==> src/rtl/serial_port_pkg.sv <==
package serial_port_pkg;
  typedef enum logic [2:0] {
    S_IDLE, S_START, S_DATA, S_PAR, S_STOP1, S_STOP2, S_BREAK
  } ser_state_e;

  typedef struct packed {
    logic two_stop;
    logic par_odd;
    logic par_en;
  } line_cfg_t;

  localparam logic [5:0] OFS_DATA   = 6'h10;
  localparam logic [5:0] OFS_RXSTAT = 6'h14;
  localparam logic [5:0] OFS_TXSTAT = 6'h18;
  localparam logic [5:0] OFS_CFG    = 6'h1C;
endpackage

==> src/rtl/sp_tick_gen.sv <==
module sp_tick_gen #(
  parameter int DIV_W = 16
) (
  input  logic             clk,
  input  logic             rst_n,
  input  logic [DIV_W-1:0] div,
  output logic             tick
);
  logic [DIV_W-1:0] cnt;
  logic             wrap;

  assign wrap = (div <= 1) || (cnt >= div - 1'b1);
  assign tick = wrap;

  always_ff @(posedge clk) begin
    if (!rst_n) cnt <= '0;
    else if (wrap) cnt <= '0;
    else cnt <= cnt + 1'b1;
  end

  AST_TICK_SPACING: assert property (@(posedge clk) disable iff (!rst_n)
    (tick && div > 1 && $stable(div)) |=> (!tick || div <= 1));
endmodule

==> src/rtl/sp_tx.sv <==
module sp_tx
  import serial_port_pkg::*;
(
  input  logic       clk,
  input  logic       rst_n,
  input  logic       tick,
  input  line_cfg_t  cfg,
  input  logic       load,
  input  logic [7:0] load_data,
  output logic       txd,
  output logic       ready
);
  ser_state_e state;
  logic [3:0] tcnt;
  logic [2:0] bidx;
  logic [7:0] sh;
  logic       par_bit;
  line_cfg_t  cfg_q;

  assign ready = (state == S_IDLE);

  always_comb begin
    case (state)
      S_START: txd = 1'b0;
      S_DATA:  txd = sh[0];
      S_PAR:   txd = par_bit;
      default: txd = 1'b1;
    endcase
  end

  always_ff @(posedge clk) begin
    if (!rst_n) begin
      state <= S_IDLE; tcnt <= '0; bidx <= '0; sh <= '0;
      par_bit <= 1'b0; cfg_q <= '0;
    end else if (state == S_IDLE) begin
      if (load) begin
        sh      <= load_data;
        par_bit <= (^load_data) ^ cfg.par_odd;
        cfg_q   <= cfg;
        tcnt    <= '0;
        bidx    <= '0;
        state   <= S_START;
      end
    end else if (tick) begin
      tcnt <= tcnt + 1'b1;
      if (tcnt == 4'd15) begin
        case (state)
          S_START: state <= S_DATA;
          S_DATA: begin
            sh   <= sh >> 1;
            bidx <= bidx + 1'b1;
            if (bidx == 3'd7) state <= cfg_q.par_en ? S_PAR : S_STOP1;
          end
          S_PAR:   state <= S_STOP1;
          S_STOP1: state <= cfg_q.two_stop ? S_STOP2 : S_IDLE;
          default: state <= S_IDLE;
        endcase
      end
    end
  end

  AST_ACCEPT_BUSY: assert property (@(posedge clk) disable iff (!rst_n)
    (ready && load) |=> !ready);
  AST_FRAME_START_LOW: assert property (@(posedge clk) disable iff (!rst_n)
    $fell(txd) |-> !ready);
endmodule

==> src/rtl/sp_rx.sv <==
module sp_rx
  import serial_port_pkg::*;
(
  input  logic       clk,
  input  logic       rst_n,
  input  logic       tick,
  input  line_cfg_t  cfg,
  input  logic       line,
  input  logic       rd_data,
  input  logic       rd_stat,
  output logic [7:0] byte_q,
  output logic       ready,
  output logic       ferr,
  output logic       perr,
  output logic       ovr
);
  ser_state_e state;
  logic [3:0] tcnt;
  logic [2:0] bidx;
  logic [7:0] sh;
  logic       par_bit;
  line_cfg_t  cfg_q;
  logic       deliver;
  logic       par_bad;

  assign deliver = (state == S_STOP1) && tick && (tcnt == 4'd15);
  assign par_bad = cfg_q.par_en && (((^sh) ^ par_bit) != cfg_q.par_odd);

  always_ff @(posedge clk) begin
    if (!rst_n) begin
      state <= S_IDLE; tcnt <= '0; bidx <= '0; sh <= '0;
      par_bit <= 1'b0; cfg_q <= '0;
    end else begin
      case (state)
        S_IDLE: if (tick && !line) begin
          tcnt  <= '0;
          cfg_q <= cfg;
          state <= S_START;
        end
        S_START: if (tick) begin
          tcnt <= tcnt + 1'b1;
          if (tcnt == 4'd7) begin
            tcnt <= '0;
            bidx <= '0;
            state <= line ? S_IDLE : S_DATA;
          end
        end
        S_DATA: if (tick) begin
          tcnt <= tcnt + 1'b1;
          if (tcnt == 4'd15) begin
            sh   <= {line, sh[7:1]};
            bidx <= bidx + 1'b1;
            if (bidx == 3'd7) state <= cfg_q.par_en ? S_PAR : S_STOP1;
          end
        end
        S_PAR: if (tick) begin
          tcnt <= tcnt + 1'b1;
          if (tcnt == 4'd15) begin
            par_bit <= line;
            state   <= S_STOP1;
          end
        end
        S_STOP1: if (tick) begin
          tcnt <= tcnt + 1'b1;
          if (tcnt == 4'd15) state <= line ? S_IDLE : S_BREAK;
        end
        default: if (line) state <= S_IDLE;
      endcase
    end
  end

  always_ff @(posedge clk) begin
    if (!rst_n) begin
      byte_q <= '0; ready <= 1'b0; ferr <= 1'b0; perr <= 1'b0; ovr <= 1'b0;
    end else if (deliver) begin
      byte_q <= sh;
      ready  <= 1'b1;
      ferr   <= (ferr && !rd_stat) || !line;
      perr   <= (perr && !rd_stat) || par_bad;
      ovr    <= (ovr && !rd_stat) || ready;
    end else begin
      if (rd_data) ready <= 1'b0;
      if (rd_stat) begin
        ferr <= 1'b0; perr <= 1'b0; ovr <= 1'b0;
      end
    end
  end

  AST_READ_CLEARS_READY: assert property (@(posedge clk) disable iff (!rst_n)
    (rd_data && !deliver) |=> !ready);
  AST_DELIVER_SETS_READY: assert property (@(posedge clk) disable iff (!rst_n)
    deliver |=> ready);
  AST_OVERRUN_FLAG: assert property (@(posedge clk) disable iff (!rst_n)
    (deliver && ready) |=> ovr);
  AST_STAT_READ_CLEARS: assert property (@(posedge clk) disable iff (!rst_n)
    (rd_stat && !deliver) |=> !(ferr || perr || ovr));
endmodule

==> src/rtl/serial_port_mm.sv <==
module serial_port_mm
  import serial_port_pkg::*;
#(
  parameter int ADDR_W  = 6,
  parameter int DATA_W  = 32,
  parameter int DIV_W   = 16,
  parameter int DEF_DIV = 27
) (
  input  logic              clk,
  input  logic              rst_n,
  input  logic              bus_sel,
  input  logic              bus_wr,
  input  logic [ADDR_W-1:0] bus_addr,
  input  logic [DATA_W-1:0] bus_wdata,
  output logic [DATA_W-1:0] bus_rdata,
  input  logic              rxd,
  output logic              txd
);
  localparam int CFG_W = DIV_W + 3;

  logic [DIV_W-1:0] div_q;
  line_cfg_t        cfg_q;
  logic [1:0]       rx_sync;
  logic             tick, wr, rd;
  logic             tx_ready, rx_ready, rx_ferr, rx_perr, rx_ovr;
  logic [7:0]       rx_byte;

  assign wr = bus_sel && bus_wr;
  assign rd = bus_sel && !bus_wr;

  always_ff @(posedge clk) begin
    if (!rst_n) begin
      div_q   <= DIV_W'(DEF_DIV);
      cfg_q   <= '0;
      rx_sync <= 2'b11;
    end else begin
      rx_sync <= {rx_sync[0], rxd};
      if (wr && bus_addr == OFS_CFG) begin
        div_q <= bus_wdata[DIV_W-1:0];
        cfg_q <= bus_wdata[CFG_W-1:DIV_W];
      end
    end
  end

  always_comb begin
    bus_rdata = '0;
    case (bus_addr)
      OFS_DATA:   bus_rdata[7:0] = rx_byte;
      OFS_RXSTAT: bus_rdata[3:0] = {rx_ovr, rx_perr, rx_ferr, rx_ready};
      OFS_TXSTAT: bus_rdata[0]   = tx_ready;
      OFS_CFG:    bus_rdata[CFG_W-1:0] = {cfg_q, div_q};
      default:    bus_rdata = '0;
    endcase
  end

  sp_tick_gen #(.DIV_W(DIV_W)) u_tick (
    .clk(clk), .rst_n(rst_n), .div(div_q), .tick(tick));

  sp_tx u_tx (
    .clk(clk), .rst_n(rst_n), .tick(tick), .cfg(cfg_q),
    .load(wr && bus_addr == OFS_DATA), .load_data(bus_wdata[7:0]),
    .txd(txd), .ready(tx_ready));

  sp_rx u_rx (
    .clk(clk), .rst_n(rst_n), .tick(tick), .cfg(cfg_q), .line(rx_sync[1]),
    .rd_data(rd && bus_addr == OFS_DATA), .rd_stat(rd && bus_addr == OFS_RXSTAT),
    .byte_q(rx_byte), .ready(rx_ready), .ferr(rx_ferr), .perr(rx_perr),
    .ovr(rx_ovr));

  AST_TX_WRITE_DROPPED: assert property (@(posedge clk) disable iff (!rst_n)
    (!tx_ready && wr && bus_addr == OFS_DATA) |=> $stable(txd) || !tick);
endmodule

==> config.mk <==
export PLATFORM = sky130hd
export DESIGN_NAME = serial_port_mm
export DESIGN_NICKNAME = d
export VERILOG_FILES = /design/src/rtl/serial_port_pkg.sv /design/src/rtl/sp_tick_gen.sv /design/src/rtl/sp_tx.sv /design/src/rtl/sp_rx.sv /design/src/rtl/serial_port_mm.sv
export SDC_FILE = /design/constraint.sdc
export NUM_CORES = 1
export LEC_CHECK = 0
export ABC_AREA = 1
export ABC_CLOCK_PERIOD_IN_PS = 3600
export CAP_MARGIN = 5
export CORE_MARGIN = 4
export CORE_UTILIZATION = 35
export DETAILED_ROUTE_END_ITERATION = 10
export GPL_ROUTABILITY_DRIVEN = 0
export PLACE_DENSITY = 0.57
export SYNTH_ARGS = -nofsm -noshare
export SYNTH_HDL_FRONTEND = slang
export SYNTH_SLANG_ARGS = --single-unit
export TNS_END_PERCENT = 30
==> constraint.sdc <==
create_clock -name clk -period 3.6 [get_ports clk]
set_input_delay 1.08 -clock clk [delete_from_list [all_inputs] [get_ports clk]]
set_output_delay 1.08 -clock clk [all_outputs]
set_load 0.005 [all_outputs]
## After elaboration in Yosys (flattened, before gate mapping)

Index checks and enable logic that the tools add are counted.

- Register bits after elaboration: 91
- Input port bits: 43
- Output and inout port bits: 33

- Add/subtract/negate cells: 6
- Order comparisons: 2
- Equality and inequality tests: 31
- Mux-type cells: 57
- Bitwise operators: 3
- Reductions and logical operators: 44

Operators with widths:

| kind | number |
|---|---|
| two-way mux 3 bit | 29 |
| two-way mux 8 bit | 5 |
| two-way mux 4 bit | 7 |
| == test 6 x 5 -> 1 bit, second input constant | 4 |
| != test 2 x 1 -> 1 bit, second input constant | 11 |
| adder 16 x 1 -> 16 bit, second input constant | 1 |
| >= comparator 16 bit | 1 |
| less-or-equal comparator 16 x 1 -> 1 bit, second input constant | 1 |
| XOR reduction 8 bit | 2 |
| subtractor 16 x 1 -> 16 bit, second input constant | 1 |
| one-hot mux 3 bit (5 select lines) | 1 |
| logical AND 1 bit | 13 |
| == test 3 x 2 -> 1 bit, second input constant | 4 |
| == test 3 bit, second input constant | 4 |
| one-hot mux 3 bit (4 select lines) | 1 |
| one-hot mux 4 bit (3 select lines) | 1 |
| AND reduction 4 bit | 3 |
| nonzero test 2 bit | 6 |
| two-way mux 11 bit | 1 |
| AND reduction 11 bit | 1 |
| one-hot mux 3 bit (3 select lines) | 1 |
| adder 4 x 1 -> 4 bit, second input constant | 2 |
| == test 4 bit, second input constant | 2 |
| one-hot mux 4 bit (2 select lines) | 1 |
| other kinds (23) | 40 |

## Depth between registers and ports, before layout

- Depth in word-level cells: 7
- Gate-level depth with buffers: 24

## Modules after synthesis

From an unflattened synthesis, not the netlist that was laid out.

- Cell total of the unflattened synthesis: 878
- Area, all modules: 5773.0 um^2

Modules (own cells, without submodules):

| module | instances | cells each | area an instance (um^2) | seq. area each (um^2) |
|---|---|---|---|---|
| sp_rx | 1 | 235 | 1637.8 | 660.6 |
| sp_tick_gen | 1 | 240 | 1577.8 | 320.3 |
| serial_port_mm | 1 | 221 | 1335.0 | 420.4 |
| sp_tx | 1 | 182 | 1222.4 | 420.4 |

## Worst setup path before layout

No wires, ideal clock.

- Kind: input to output
- From: in bus_addr[1]
- To: out bus_rdata[10]
- Arrival: 2024 ps
- Data required time: 2520 ps
- Slack: 496 ps
- Cell stages on the path: 7
- Path buffers: 2
- Cell sequence: nor2_1 > inv_1 > nor2_1 > nand3_1 > clkbuf_1 > buf_1 > nor2_1

- Word-level cells in the longest chain between the ends: 2

RTL lines:

| item | line | RTL |
|---|---|---|
| start: declaration | serial_port_mm.sv:13 | `input logic [ADDR_W-1:0] bus_addr,` |
| == test 6 x 5 -> 1 bit | serial_port_mm.sv:47 | `case (bus_addr)` |
| two-way mux 11 bit | serial_port_mm.sv:47 |  |
| end: declaration | serial_port_mm.sv:15 | `output logic [DATA_W-1:0] bus_rdata,` |

No other way between the ends.

## Worst setup path in the final report

- From: in bus_addr[0]
- To: out bus_rdata[4]

- Word-level cells in the longest chain between the ends: 2
- Elaborated cells between the ends (all ways): 3
- Those cells by class: eq/ne (2); mux (1)

RTL lines:

| item | line |
|---|---|
| == test 6 x 5 -> 1 bit | serial_port_mm.sv:47 |
| one-hot mux 4 bit (2 select lines) (*) | serial_port_mm.sv:47 |

Mark *: on every way between the ends. The rest lies on a longest branch, timed or not.

==> run_results.csv <==
group,metric,value,unit
floorplanning,effective_utilization_at_floorplan,35.53,%
cells_and_area,mostFrequentLayoutCell,"sky130_fd_sc_hd__nand2_1",
cells_and_area,multi_input_comb_area,0.002826,mm^2
power_and_ir_drop,logic_gate_share_of_total_power,14.7,%
grt,gr-total-overflow,0,
setup_path,worst_r2r_start,"div_q[0]$_SDFFE_PN1P_",
hold_path,hold_path_class,"register to register",
synth,flop_and_latch_count_out_of_synthesis,91,
grt,wire_length_of_the_first_global_routing_pass,20420,um
detailed_routing,detailroute.via_count,4601,
sta,report.final.setup_viol,0,
place,detailed_placement_wirelength_estimate,9222,um
grt,grt_pass1_vias,4208,
flow_run,max-cap-violations,0,
setup_path,cpMaxStageDelayCell,"sky130_fd_sc_hd__dlygate4sd2_1",
synth,share_of_the_synthesized_area_in_the_top_cell_type,35.42,%
setup_path,reg2reg_to,"u_rx.sh[6]$_SDFFE_PN0P_",
detailed_routing,post_drt_via_cell_ratio,4.578,
grt,track_usage,15.48,%
run_status,status,"finished clean",
synth,postSynthCellCount,742,
setup_path,largest_fanout_of_any_net_on_the_critical_path,7,
clocking,tritoncts.num_buffers,9,
setup_path,cp.arrival,2.45,ns
power_and_ir_drop,vdd.ir_drop.worst,0.2220,mV
power_and_ir_drop,cellLeakagePower,2.912,nW
synth,synth.area.top_cells,"sky130_fd_sc_hd__dfxtp_1 (35%), sky130_fd_sc_hd__nand2_1 (10%), sky130_fd_sc_hd__nor2_1 (7.5%)",
cells_and_area,drive_gt1_share,12.67,%
clocking,tritoncts,"built",
detailed_routing,drt-wirelength-per-cell,12.48,um
detailed_routing,drt-initial-drc-count,184,
detailed_routing,top_layer_used,"met4",
clocking,clkTransAtPathRegs,0.07,ns
cells_and_area,final_cell_area,0.006341,mm^2
floorplanning,pin_count,76,
detailed_routing,routed-wl-met2,6199,um
synth,postSynthAreaPerCell,6.932,um^2
synth,yosysUniqueCellTypes,39,
hold_path,whs_endpoint,"rx_sync[1]$_SDFF_PN1_",
grt,antenna_found_initial,0,
floorplanning,die_area,0.01670,mm^2
floorplanning,count_of_standard_cell_rows,44,
cells_and_area,mostFrequentLayoutCells,"sky130_fd_sc_hd__nand2_1 (143), sky130_fd_sc_hd__nor2_1 (98), sky130_fd_sc_hd__inv_1 (94), sky130_fd_sc_hd__dfxtp_1 (91), sky130_fd_sc_hd__a21oi_1 (58)",
sta,fin_worst_skew,0.009323,ns
power_and_ir_drop,relative_contribution_of_sequential_cells_to_total_power,44.4,%
sta,max_slew_margin,50.37,%
detailed_routing,ant_nets,0,
setup_path,path_delay_family,"buffers and inverters",
floorplanning,die_h,129.2,um
power_and_ir_drop,p_sw,0.6499,mW
detailed_routing,remaining_drc_errors,0,
detailed_routing,route.met3.wl,377,um
setup_path,required_time_of_the_critical_path,2.52,ns
setup_path,rr_worst_depth,22,
cells_and_area,final-seq-area,0.001822,mm^2
power_and_ir_drop,p_clk_share,40.9,%
floorplanning,design.core.area,0.01448,mm^2
clocking,number_of_levels_the_h_tree_was_split_into,3,
sta,final_hold_viol_count,0,
setup_path,cp_cell_sequence,"dlygate4sd2_1 > nor2_2 > inv_2 > nor2_4 > nand3_4 > buf_6 > buf_6 > o22ai_1 > dlygate4sd2_1",
setup_path,cp_num_buf_inv,5,
sta,whs,0.4068,ns
hold_path,whs_path_depth,1,
synth,syn-cell-area,0.005144,mm^2
sta,finalWorstPathRequiredPeriod,3.532,ns
cells_and_area,antenna_cells_inserted,0,
sta,tightestPinTransition,0.7436,ns
hold_path,hold_wc_startpoint,"rx_sync[0]$_SDFF_PN1_",
setup_path,category_of_the_worst_setup_path_launch_point,"input pin",
detailed_routing,routedLengthMet1,5842,um
synth,ys.warnings.count,0,
setup_path,timing.critical_path.slowest_cell_delay,0.25,ns
cells_and_area,finalNetCount,884,
clocking,tritoncts_num_sinks,91,
sta,maxClockFrequency,283.1,MHz
detailed_routing,wirelength,12540,um
power_and_ir_drop,switching_share,27.32,%
cells_and_area,layout.core_utilization,43.80,%
setup_path,r2r_slack,0.44,ns
setup_path,endpoint_class_of_the_critical_path,"output port",
place,place.port_buffers,49,
cells_and_area,final.fill_count,1558,
synth,synth_sequential_area_ratio,35.42,%
power_and_ir_drop,powerDensity,375.1,mW/mm^2
cells_and_area,fin_cells,1005,
detailed_routing,drtPass1Iterations,5,
clocking,clock_insertion_delay_worst_skew,0.35,ns
clocking,clock_tree.root_cell,"sky130_fd_sc_hd__clkbuf_16",
floorplanning,die_w,129.2,um
sta,totalNegativeSetupSlack,0,ns
setup_path,path_class,"input pin to output port",
synth,synth_top_cell_by_area,"sky130_fd_sc_hd__dfxtp_1",
clocking,clock_path_buffers,2,
grt,grt_max_degree,33,
place,post_dp_cell_area,0.005846,mm^2
sta,slew_violations,0,
power_and_ir_drop,internal-power,1.728,mW
sta,final_min_period_over_clock_period,98.12,%
place,placed_cells,973,
cells_and_area,area_delta_synth_final,23.28,%
worst reg2reg max path, stage by stage (launching register included):
cell and delay, ns:
sky130_fd_sc_hd__dfxtp_1 0.32, sky130_fd_sc_hd__inv_2 0.09, sky130_fd_sc_hd__nand3_2 0.11, sky130_fd_sc_hd__nor3_4 0.23, sky130_fd_sc_hd__inv_2 0.07, sky130_fd_sc_hd__nor2_4 0.11
sky130_fd_sc_hd__nand3_2 0.10, sky130_fd_sc_hd__nor3_2 0.19, sky130_fd_sc_hd__nand3_1 0.10, sky130_fd_sc_hd__xor2_1 0.16, sky130_fd_sc_hd__inv_1 0.06, sky130_fd_sc_hd__ha_1 0.28
sky130_fd_sc_hd__nand2_1 0.12, sky130_fd_sc_hd__a21oi_1 0.06, sky130_fd_sc_hd__nor2_1 0.11, sky130_fd_sc_hd__nand2_1 0.11, sky130_fd_sc_hd__nor2_4 0.15, sky130_fd_sc_hd__nand2_4 0.11
sky130_fd_sc_hd__nand2_2 0.15, sky130_fd_sc_hd__nor2_2 0.07, sky130_fd_sc_hd__buf_4 0.16, sky130_fd_sc_hd__o21ai_0 0.15, sky130_fd_sc_hd__nor2_1 0.06
Yosys cell counts:
cell	number
sky130_fd_sc_hd__nand2_1	143
sky130_fd_sc_hd__nor2_1	103
sky130_fd_sc_hd__inv_1	100
sky130_fd_sc_hd__dfxtp_1	91
sky130_fd_sc_hd__a21oi_1	58
sky130_fd_sc_hd__o21ai_0	50
sky130_fd_sc_hd__nand3_1	27
sky130_fd_sc_hd__ha_1	25
sky130_fd_sc_hd__xor2_1	23
sky130_fd_sc_hd__buf_4	14
sky130_fd_sc_hd__xnor2_1	13
sky130_fd_sc_hd__inv_2	11
sky130_fd_sc_hd__clkbuf_1	10
sky130_fd_sc_hd__nor3_1	9
sky130_fd_sc_hd__nor2_2	8
sky130_fd_sc_hd__o211ai_1	6
sky130_fd_sc_hd__o22ai_1	5
sky130_fd_sc_hd__or2_2	5
sky130_fd_sc_hd__nand4_1	4
sky130_fd_sc_hd__o221ai_1	4
sky130_fd_sc_hd__buf_1	3
sky130_fd_sc_hd__nand2_4	3
sky130_fd_sc_hd__nor3b_1	3
sky130_fd_sc_hd__a22oi_1	2
sky130_fd_sc_hd__buf_2	2
sky130_fd_sc_hd__buf_6	2
sky130_fd_sc_hd__nand2_2	2
sky130_fd_sc_hd__nor2_4	2
sky130_fd_sc_hd__nor3_2	2
sky130_fd_sc_hd__nor4_1	2
sky130_fd_sc_hd__o21ai_1	2
sky130_fd_sc_hd__a211oi_1	1
sky130_fd_sc_hd__a21o_1	1
sky130_fd_sc_hd__conb_1	1
sky130_fd_sc_hd__mux2i_1	1
sky130_fd_sc_hd__nand3_2	1
sky130_fd_sc_hd__nand3_4	1
sky130_fd_sc_hd__nor3_4	1
sky130_fd_sc_hd__o31ai_1	1
power groups by stage:
stage / Sequential, mW / Clock (mW) / Combinational (mW)
CTS: 1.06 / 1.00 / 0.341
global route: 1.06 / 1.04 / 0.411
finish: 1.06 / 0.973 / 0.350
global placement: 1.08 / 0 / 0.338
detailed placement: 1.08 / 0 / 0.336
floorplan: 1.07 / 0 / 0.254
sequential cells by signal, summed over array words and instances, names as in the netlist, 4 cells and up:
register / count
u_tick.cnt: 16
div_q: 16
u_rx.byte_q: 8
u_rx.sh: 8
u_tx.sh: 8
u_rx.tcnt: 4
u_tx.tcnt: 4
metal layers:
layer	GRT usage, %	vias up
li1	-	2483
met1	19.56	2052
met2	26.52	54
met3	3.298	12
met4	4.632	0
met5	0	-
kinds of logic after synthesis:
group / synth area share (%)
AO/OA/AOI/OAI: 13.60
XOR/XNOR: 6.130
adder cells (fa/ha/maj): 6.081
buffers and inverters: 11.72
flip-flops: 35.42
multiplexers: 0.1946
other: 0.07290
AND/OR/NAND/NOR: 26.78
final cells by class:
cell class                 instances  share of cell area [%]
multi-input combinational        521                   44.57
clock buffer                      10                   3.769
sequential                        91                   28.73
inverter                         111                   6.650
tap                              184                   3.631
clock inverter                     6                   1.006
timing repair buffer              82                   11.64
what timing repair did:
action / CTS / global route
setup buffers: 6 / 9
pin swaps: 6 / 6
hold endpoints to repair: 0 / 0
endpoints found under the setup margin: 19 / 69
cloned: 1 / 0
hold buffers: 0 / 0
gates resized for setup: 52 / 15
how the worst max path moves through the flow:
stage	start	to	depth (start not counted)
6_report	bus_addr[0]	bus_rdata[4]	9
5_1_grt	div_q[1]$_SDFFE_PN1P_	u_rx.tcnt[0]$_SDFFE_PN0P_	25
4_1_cts	bus_addr[0]	bus_rdata[6]	9
3_5_place_dp	bus_addr[1]	bus_rdata[1]	8
3_3_place_gp	bus_addr[4]	bus_rdata[1]	8
2_1_floorplan	bus_addr[1]	bus_rdata[10]	7
per-stage QoR:
| step | power (mW) | worst slack (ns) |
|---|---|---|
| floorplan | 1.327 | 0.4959 |
| global placement | 1.416 | -0.3853 |
| detailed placement | 1.415 | -0.4026 |
| CTS | 2.401 | 0.004129 |
| global route | 2.509 | -0.002093 |
| finish | 2.378 | 0.06756 |
(Power assumes the default switching activity.)
